`src/rtl/chaos_pkg.sv`:
```
package chaos_pkg;
  typedef enum logic [1:0] {ST_IDLE, ST_MUL1, ST_MUL2} genState_t;

  typedef struct packed {
    logic takeMu;
    logic takeX;
    logic initState;
    logic mulSecond;
    logic capProd;
    logic capState;
  } dpCtrl_t;
endpackage

```
`src/rtl/chaos_ctrl.sv`:
```
module chaos_ctrl
  import chaos_pkg::*;
(
  input  logic    clk,
  input  logic    rstN,
  input  logic    paramValid,
  input  logic    start,
  input  logic    stepEn,
  output dpCtrl_t ctl
);
  genState_t st, stNext;
  logic loadPhase;
  logic seedsReady;
  logic goNow;

  assign goNow = start && seedsReady;

  always_ff @(posedge clk) begin
    if (!rstN) begin
      loadPhase  <= 1'b0;
      seedsReady <= 1'b0;
    end else if (paramValid) begin
      loadPhase <= ~loadPhase;
      if (loadPhase) seedsReady <= 1'b1;
    end
  end

  always_comb begin
    stNext = st;
    if (goNow) stNext = ST_MUL1;
    else if (stepEn) begin
      case (st)
        ST_MUL1: stNext = ST_MUL2;
        ST_MUL2: stNext = ST_MUL1;
        default: stNext = st;
      endcase
    end
  end

  always_ff @(posedge clk) begin
    if (!rstN) st <= ST_IDLE;
    else       st <= stNext;
  end

  always_comb begin
    ctl.takeMu    = paramValid && !loadPhase;
    ctl.takeX     = paramValid && loadPhase;
    ctl.initState = goNow;
    ctl.mulSecond = (st == ST_MUL2);
    ctl.capProd   = !goNow && stepEn && (st == ST_MUL1);
    ctl.capState  = !goNow && stepEn && (st == ST_MUL2);
  end

  // no iteration before a full seed pair exists
  a_r2_idle_until_loaded: assert property (@(posedge clk) disable iff (!rstN)
    !seedsReady |-> st == ST_IDLE);
  // sequencer holds when the step enable is low
  a_r5_hold_without_enable: assert property (@(posedge clk) disable iff (!rstN)
    (!stepEn && !start) |=> $stable(st));
  a_r5_one_capture: assert property (@(posedge clk) disable iff (!rstN)
    $onehot0({ctl.capProd, ctl.capState, ctl.initState}));
endmodule

```
`src/rtl/chaos_dp.sv`:
```
module chaos_dp
  import chaos_pkg::*;
#(
  parameter int FRAC_W = 24,
  parameter int INT_W  = 2,
  parameter int WORD_W = 17,
  parameter logic [INT_W+FRAC_W-1:0] KEY_MU = 26'h1234567,
  parameter logic [FRAC_W-1:0]       KEY_X  = 24'h9ABCDE
) (
  input  logic                    clk,
  input  logic                    rstN,
  input  dpCtrl_t                 ctl,
  input  logic [INT_W+FRAC_W-1:0] paramData,
  input  logic                    maskEn,
  output logic [WORD_W-1:0]       word,
  output logic                    wordValid
);
  localparam int MU_W   = INT_W + FRAC_W;
  localparam int OPB_W  = FRAC_W + 1;
  localparam int PROD_W = MU_W + OPB_W;
  localparam int HI_W   = PROD_W - FRAC_W;
  localparam logic [OPB_W-1:0] ONE = OPB_W'(1) << FRAC_W;

  logic [MU_W-1:0]   keyMu, muSeed, muRun, muIn, prodReg;
  logic [FRAC_W-1:0] keyX, xSeed, xCur, xIn;
  logic [MU_W-1:0]   opA;
  logic [OPB_W-1:0]  opB;
  logic [PROD_W-1:0] prod;
  logic [HI_W-1:0]   mulHi;

  assign muIn = maskEn ? (paramData ^ keyMu) : paramData;
  assign xIn  = maskEn ? (paramData[FRAC_W-1:0] ^ keyX) : paramData[FRAC_W-1:0];

  always_ff @(posedge clk) begin
    if (!rstN) begin
      keyMu  <= KEY_MU;
      keyX   <= KEY_X;
      muSeed <= '0;
      xSeed  <= '0;
    end else begin
      if (ctl.takeMu) muSeed <= muIn;
      if (ctl.takeX) begin
        xSeed <= xIn;
        keyX  <= xIn;
        keyMu <= muSeed;
      end
    end
  end

  // shared multiplier, operands chosen by the step
  assign opA   = ctl.mulSecond ? prodReg : muRun;
  assign opB   = ctl.mulSecond ? (ONE - {1'b0, xCur}) : {1'b0, xCur};
  assign prod  = {{OPB_W{1'b0}}, opA} * {{MU_W{1'b0}}, opB};
  assign mulHi = prod[PROD_W-1:FRAC_W];

  always_ff @(posedge clk) begin
    if (!rstN) begin
      muRun     <= '0;
      xCur      <= '0;
      prodReg   <= '0;
      word      <= '0;
      wordValid <= 1'b0;
    end else begin
      wordValid <= 1'b0;
      if (ctl.initState) begin
        muRun <= muSeed;
        xCur  <= xSeed;
      end
      if (ctl.capProd) prodReg <= mulHi[MU_W-1:0];
      if (ctl.capState) begin
        xCur      <= mulHi[FRAC_W-1:0];
        word      <= mulHi[FRAC_W-1 -: WORD_W];
        wordValid <= 1'b1;
      end
    end
  end

  // with legal mu the new state is a proper fraction
  a_r9_state_below_one: assert property (@(posedge clk) disable iff (!rstN)
    ctl.capState |-> mulHi[HI_W-1:FRAC_W] == '0);
  // one-cycle valid pulse
  a_r5_valid_single: assert property (@(posedge clk) disable iff (!rstN)
    wordValid |=> !wordValid);
  // word changes only together with a valid pulse
  a_r4_word_held: assert property (@(posedge clk) disable iff (!rstN)
    !wordValid |=> (wordValid || $stable(word)));
  // keys follow the completed pair
  a_r6_key_chain: assert property (@(posedge clk) disable iff (!rstN)
    ctl.takeX |=> (keyX == xSeed && keyMu == muSeed));
endmodule

```
`src/rtl/chaos_word_gen.sv`:
```
module chaos_word_gen
  import chaos_pkg::*;
#(
  parameter int FRAC_W = 24,
  parameter int INT_W  = 2,
  parameter int WORD_W = 17,
  parameter logic [INT_W+FRAC_W-1:0] KEY_MU = 26'h1234567,
  parameter logic [FRAC_W-1:0]       KEY_X  = 24'h9ABCDE
) (
  input  logic                    clk,
  input  logic                    rstN,
  input  logic                    paramValid,
  input  logic [INT_W+FRAC_W-1:0] paramData,
  input  logic                    maskEn,
  input  logic                    start,
  input  logic                    stepEn,
  output logic [WORD_W-1:0]       word,
  output logic                    wordValid
);
  dpCtrl_t ctl;

  chaos_ctrl u_ctrl (
    .clk(clk), .rstN(rstN), .paramValid(paramValid),
    .start(start), .stepEn(stepEn), .ctl(ctl)
  );

  chaos_dp #(
    .FRAC_W(FRAC_W), .INT_W(INT_W), .WORD_W(WORD_W),
    .KEY_MU(KEY_MU), .KEY_X(KEY_X)
  ) u_dp (
    .clk(clk), .rstN(rstN), .ctl(ctl), .paramData(paramData),
    .maskEn(maskEn), .word(word), .wordValid(wordValid)
  );
endmodule

```
`config.mk`:
```
export PLATFORM = sky130hd
export DESIGN_NAME = chaos_word_gen
export DESIGN_NICKNAME = d
export VERILOG_FILES = /design/src/rtl/chaos_pkg.sv /design/src/rtl/chaos_ctrl.sv /design/src/rtl/chaos_dp.sv /design/src/rtl/chaos_word_gen.sv
export SDC_FILE = /design/constraint.sdc
export NUM_CORES = 2
export LEC_CHECK = 0
export ABC_AREA = 1
export BUFFER_PORTS_ARGS = -buffer_cell sky130_fd_sc_hd__buf_4
export CORE_MARGIN = 4
export CORE_UTILIZATION = 49
export DETAILED_ROUTE_END_ITERATION = 7
export GPL_TIMING_DRIVEN = 0
export PLACE_DENSITY = 0.65
export SLEW_MARGIN = 20
export SYNTH_ARGS = -nofsm -noshare
export SYNTH_HDL_FRONTEND = slang
export SYNTH_HIERARCHICAL = 1
export SYNTH_SLANG_ARGS = --single-unit
```
`constraint.sdc`:
```
create_clock -name clk -period 8.06 [get_ports clk]
set_clock_uncertainty 0.05 [all_clocks]
set_input_delay 2.015 -clock clk [delete_from_list [all_inputs] [get_ports clk]]
set_output_delay 2.015 -clock clk [all_outputs]
set_load 0.05 [all_outputs]
```
* Yosys cells after proc, flatten, opt, wreduce, memory -nomap -nowiden
Index checks and enable logic that the tools add are counted.
Storage, ports and cells: output and inout port bits 18, register bits after elaboration 198, word-level logic and storage cells 47
Operators by class: mux-type cells 10, bitwise logic cells 4, multipliers 1, $add $sub $neg 1, reductions and logical operators 16, eq/ne operators 2
Operators by type and width (count):
- $mux W24 | 3
- $mux W26 | 2
- $mul A26 B25 Y50 | 1
- $xor A26 B26 Y26 | 1
- $mux W25 | 1
- $sub A25 B24 Y25 const A | 1
- $xor A24 B24 Y24 | 1
- $logic_and A1 B1 Y1 | 6
- $reduce_and A2 Y1 | 3
- $reduce_bool A2 Y1 | 3
- $pmux W2 S2 | 1
- $mux W1 | 3
- $reduce_bool A3 Y1 | 1
- $eq A2 B1 Y1 const B | 1
- $eq A2 B2 Y1 const B | 1
- $logic_not A1 Y1 | 2
- $not A1 Y1 | 2
- $reduce_or A2 Y1 | 1

* Depth between registers and ports, before layout
depth after elaboration 5, mapped depth 43

* Cells and area by module
The synthesis kept the hierarchy.
By module, submodules not included:
- chaos_dp | cells each 3764, times used 1, area each 28999.1 µm², seq. area each 3703.6 µm²
- chaos_ctrl | cells each 34, times used 1, area each 229.0 µm², seq. area each 80.1 µm²

* Least setup slack after synthesis
No wires, ideal clock.
kind flip-flop to flip-flop, start point register u_dp.xCur[0], end point register u_dp.prodReg[25], setup time 0.117 ns, stages on the path, launching flop included 43, setup slack 0.733 ns, path buffers 2, arrival 7.160 ns, clock period less this slack 7.327 ns, cell sequence dfxtp_1 > inv_1 > clkbuf_1 > ha_1 > nand2_1 > nor2_2 > nand2_1 > nor2_1 > inv_2 > nor3_2 > a21oi_1 > xor2_1 > inv_2 > buf_4 > nand2_1 > fa_1 > inv_1 > fa_1 > [... 7 more ...] > inv_1 > fa_1 > ha_1 > nand2_1 > nor2_1 > inv_1 > nor2_1 > inv_1 > nor4_1 > nand2_1 > nand2_1 > nand2_1 > nand2_2 > nand2_1 > nand3_1 > nand2_1 > nor2_1 > nor2_1
On the way: longest elaborated chain between the ends 3
RTL lines:
- start: declaration | RTL line chaos_dp.sv:25 | logic [FRAC_W-1:0] keyX, xSeed, xCur, xIn;
- start signal: assignment | RTL line chaos_dp.sv:67 | xCur <= xSeed;
- start signal: assignment | RTL line chaos_dp.sv:71 | xCur <= mulHi[FRAC_W-1:0];
- $sub A25 B24 Y25 | RTL line chaos_dp.sv:52 | assign opB = ctl.mulSecond ? (ONE - {1'b0, xCur}) : {1'b0, xCur};
- $mux W25 (*) | RTL line chaos_dp.sv:52
- $mul A26 B25 Y50 (*) | RTL line chaos_dp.sv:53 | assign prod = {{OPB_W{1'b0}}, opA} * {{MU_W{1'b0}}, opB};
- end signal: assignment | RTL line chaos_dp.sv:69 | if (ctl.capProd) prodReg <= mulHi[MU_W-1:0];
- end: declaration | RTL line chaos_dp.sv:24 | logic [MU_W-1:0] keyMu, muSeed, muRun, muIn, prodReg;
Every way passes the cells marked *; elsewhere a longest branch is shown, timed or not. A chain may end at the register's enable or synchronous reset.

* Worst setup path after layout
start point register u_dp.xCur[0], end point register u_dp.xCur[9]
On the way: longest elaborated chain between the ends 4
RTL lines:
- $sub A25 B24 Y25 | RTL line chaos_dp.sv:52
- $mux W25 (*) | RTL line chaos_dp.sv:52
- $mul A26 B25 Y50 (*) | RTL line chaos_dp.sv:53
- $mux W24 (*) | RTL line chaos_dp.sv:70 | if (ctl.capState) begin
Marks and branches as above.

==> key figures <==
Outcome
  • Status: completed

Setup path
  • Critical path endpoint category: register
  • R2R setup slack: 100 ps
  • CP max FO: 5
  • Most used cell, CP: fa_1
  • Setup crit start kind: register
  • Worst EP required: 8370 ps
  • Crit path DAT: 8270 ps
  • CP peak stage delay: 550 ps
  • Setup CP Type: register to register
  • CP max-delay cell: fa_1

Final layout
  • Layout cell share with drive strength beyond 1: 11.8%
  • Filler cells: 5559
  • Fin cells: 4749
  • Area Overhead vs Synth: 14.3%
  • Nets@finish: 4724

Synthesis
  • Synth top area share: 37.5%
  • Synth Warn #: 6
  • Mean Syn Cell Area: 7.70 µm²
  • Async set-reset flop share out of synthesis: 0%
  • Post-synth EDFFs: 0
  • Synth cell count leaders: nand2_1, inv_1, fa_1, nor2_1, dfxtp_1
  • Top cells by area, synth: fa_1, dfxtp_1, nand2_1
  • Post-Syn Instances: 3798
  • Post-synth net total: 4559
  • Synth cell types: 48
  • Most used DFF post-synth: dfxtp_1
  • Yosys top cell by area: fa_1
  • Netlist Area Pre-Place: 0.0292 mm²
  • Flops & latches, synth: 189
  • Most frequent cell after synthesis: nand2_1
  • Seq/Total Area, Yosys: 12.9%

Floorplan
  • Horiz. Die Dim: 252 µm
  • Core Area: 0.0590 mm²
  • Die area: 0.0636 mm²
  • Initial core utilization: 49.5%
  • Standard-cell rows: 89
  • Top Ports: 50
  • Die H: 252 µm

Clock network
  • CTS Sinks: 189
  • Clk buf depth: 2
  • CTS tree: done
  • Worst-path clk slew: 70 ps
  • CTS H-tree lvls: 4
  • CTS buffer count: 17
  • Cts-stage hold buffer count: 0
  • Worst-Skew Late Latency: 440 ps
  • CTS root buffer: clkbuf_16

Run
  • Max cap viols: 0

Detailed routing
  • Vias: 25.8k
  • DRT iter0 DRCs: 2611
  • DRC Markers: 0
  • Drt pass-1 iters: 5
  • Total detailed-routing wirelength: 99600 µm
  • Final antenna-violating net count: 0
  • WL per Instance: 21.0 µm
  • Vias per cell: 5.44

Global routing
  • GRT met3 Usage: 6.84%
  • First-pass GRT wire length: 150000 µm
  • Total grt overflow: 0
  • Global route hottest layer: met2
  • GR Util met1: 45.5%
  • Vias in the first global route: 25.0k
  • Met2 Use GR: 47.6%
  • Total track usage: 31.3%
  • Initial antenna violation count: 1
  • Largest net degree at the start of global routing: 17

Timing
  • Period minus WS final: 7960 ps
  • Post-Route Setup TNS: 0 ps
  • Setup Viol. Count Final: 0
  • RSZ-0062 raised after global routing: true
  • Peak Freq: 126 MHz
  • Slew @ Worst Pin: 770 ps
  • Max-slew violation count: 0
  • Max_slew headroom: 48.7%
  • Fin. Hold Viols: 0
  • Part of the cycle the worst path needs: 98.7%

Place
  • Gp weighted congestion: 0.994
  • Hpwl dp: 81700 µm
  • Port bufs: 49
  • Number of cells after detailed placement: 4623

Pwr
  • Power Density: 74.3 mW/mm²
  • VDD IR max: 142 µV
  • Leakage power: 15.9 nW

Hold path
  • Worst Hold Class: register to register
## through the flow
stage	instance area [µm²]	utilization (%)	worst slack, ps	power (mW)	hold WS (ps)
after global placement	30600	51.8	-1880	1.56	390
final	33400	56.6	101	2.48	407
after floorplan	29200	-	733	1.33	375
after detailed placement	30700	51.9	-1590	1.57	394
after global routing	33400	56.6	-103	2.56	436
after CTS	32000	54.1	-17.9	2.41	412
## worst max-delay path, delay by kind of cell, from the launching register on
| family | cells | cell delay, ps |
|---|---|---|
| buf+inv | 12 | 860 |
| xor+xnor | 2 | 420 |
| flops | 1 | 370 |
| simple gates | 15 | 1760 |
| compound gates | 2 | 260 |
| fa+ha+maj | 9 | 4140 |
## layer usage
layer | vias to the layer above | share of wire [%]
met4 | 0 | 3.8
met2 | 1246 | 44
met3 | 215 | 10
met1 | 12700 | 42
li1 | 11600 | -
met5 | - | 0
## cell usage in the layout (no fill, tap or decap), types with 11 or more instances in the layout
master | synthesis | routed
a21oi_1 | 188 | 173
a21oi_2 | 1 | 16
a31oi_1 | 14 | 14
buf_12 | 0 | 16
buf_4 | 6 | 150
buf_6 | 3 | 22
clkbuf_1 | 114 | 64
clkbuf_16 | 0 | 18
clkbuf_2 | 0 | 12
clkbuf_4 | 0 | 17
clkinv_2 | 0 | 12
dfxtp_1 | 189 | 188
fa_1 | 547 | 538
ha_1 | 182 | 169
inv_1 | 796 | 776
inv_2 | 12 | 18
inv_4 | 0 | 11
nand2_1 | 816 | 792
nand2_2 | 12 | 25
nand2_4 | 2 | 13
nand3_1 | 105 | 97
nand4_1 | 16 | 16
nor2_1 | 440 | 424
nor2_2 | 3 | 12
nor3_1 | 14 | 12
o21ai_0 | 150 | 138
o21ai_4 | 0 | 22
xor2_1 | 40 | 32
## final cells by class
| class | instances | area, µm² | area share, % |
|---|---|---|---|
| diodes | 1 | 2.50 | 0.00749 |
| plain buffers | 147 | 978 | 2.93 |
| clock buffers | 19 | 433 | 1.30 |
| clock inverters | 12 | 113 | 0.337 |
| inverters | 827 | 3210 | 9.61 |
| multi-input cells | 2628 | 22600 | 67.6 |
| flip-flops and latches | 189 | 3790 | 11.3 |
| well taps | 773 | 967 | 2.90 |
| repair buffers | 153 | 1320 | 3.95 |
## where the power goes
part | internal (mW) | switching, mW | leakage [nW]
logic | 0.200 | 0.461 | 14.1
clock network | 0.428 | 0.381 | 0.264
registers | 0.979 | 0.0318 | 1.54
## registers in the layout, summed over array words and instances (netlist names)
| signal | count |
|---|---|
| u_dp/muRun | 26 |
| u_ctrl/st | 2 |
| u_ctrl/loadPhase | 1 |
| u_dp/wordValid | 1 |
| u_dp/keyMu | 26 |
| u_dp/muSeed | 26 |
| u_dp/keyX | 24 |
| u_ctrl/seedsReady | 1 |
| u_dp/prodReg | 26 |
| u_dp/word | 17 |
| u_dp/xCur | 24 |
| u_dp/xSeed | 15 |
## worst paths after layout
path / start / endpoint / cells past startpoint
hold reg to reg: u_dp/keyMu[2]$_SDFFE_PN1P_ / u_dp/keyMu[2]$_SDFFE_PN1P_ / 2
setup reg to reg: u_dp/xCur[0]$_SDFFE_PN0P_ / u_dp/xCur[9]$_SDFFE_PN0P_ / 40
setup / recovery: u_dp/xCur[0]$_SDFFE_PN0P_ / u_dp/xCur[9]$_SDFFE_PN0P_ / 40
hold / removal: u_dp/keyMu[2]$_SDFFE_PN1P_ / u_dp/keyMu[2]$_SDFFE_PN1P_ / 2
## cell families after synthesis
group	share of synthesized area (%)
adder cells (fa/ha/maj)	45.3
buffers and inverters	12.8
AND/OR/NAND/NOR	19.8
flip-flops	12.9
AO/OA/AOI/OAI	7.64
XOR/XNOR	1.49
## timing repair
action | 4_1_cts | 5_1_grt
buffers inserted | 21 | 80
gates cloned | 0 | 1
setup endpoints to repair | 67 | 67
pin swaps | 15 | 58
gates resized for setup | 181 | 249
Power figures use the tool's default switching activity.
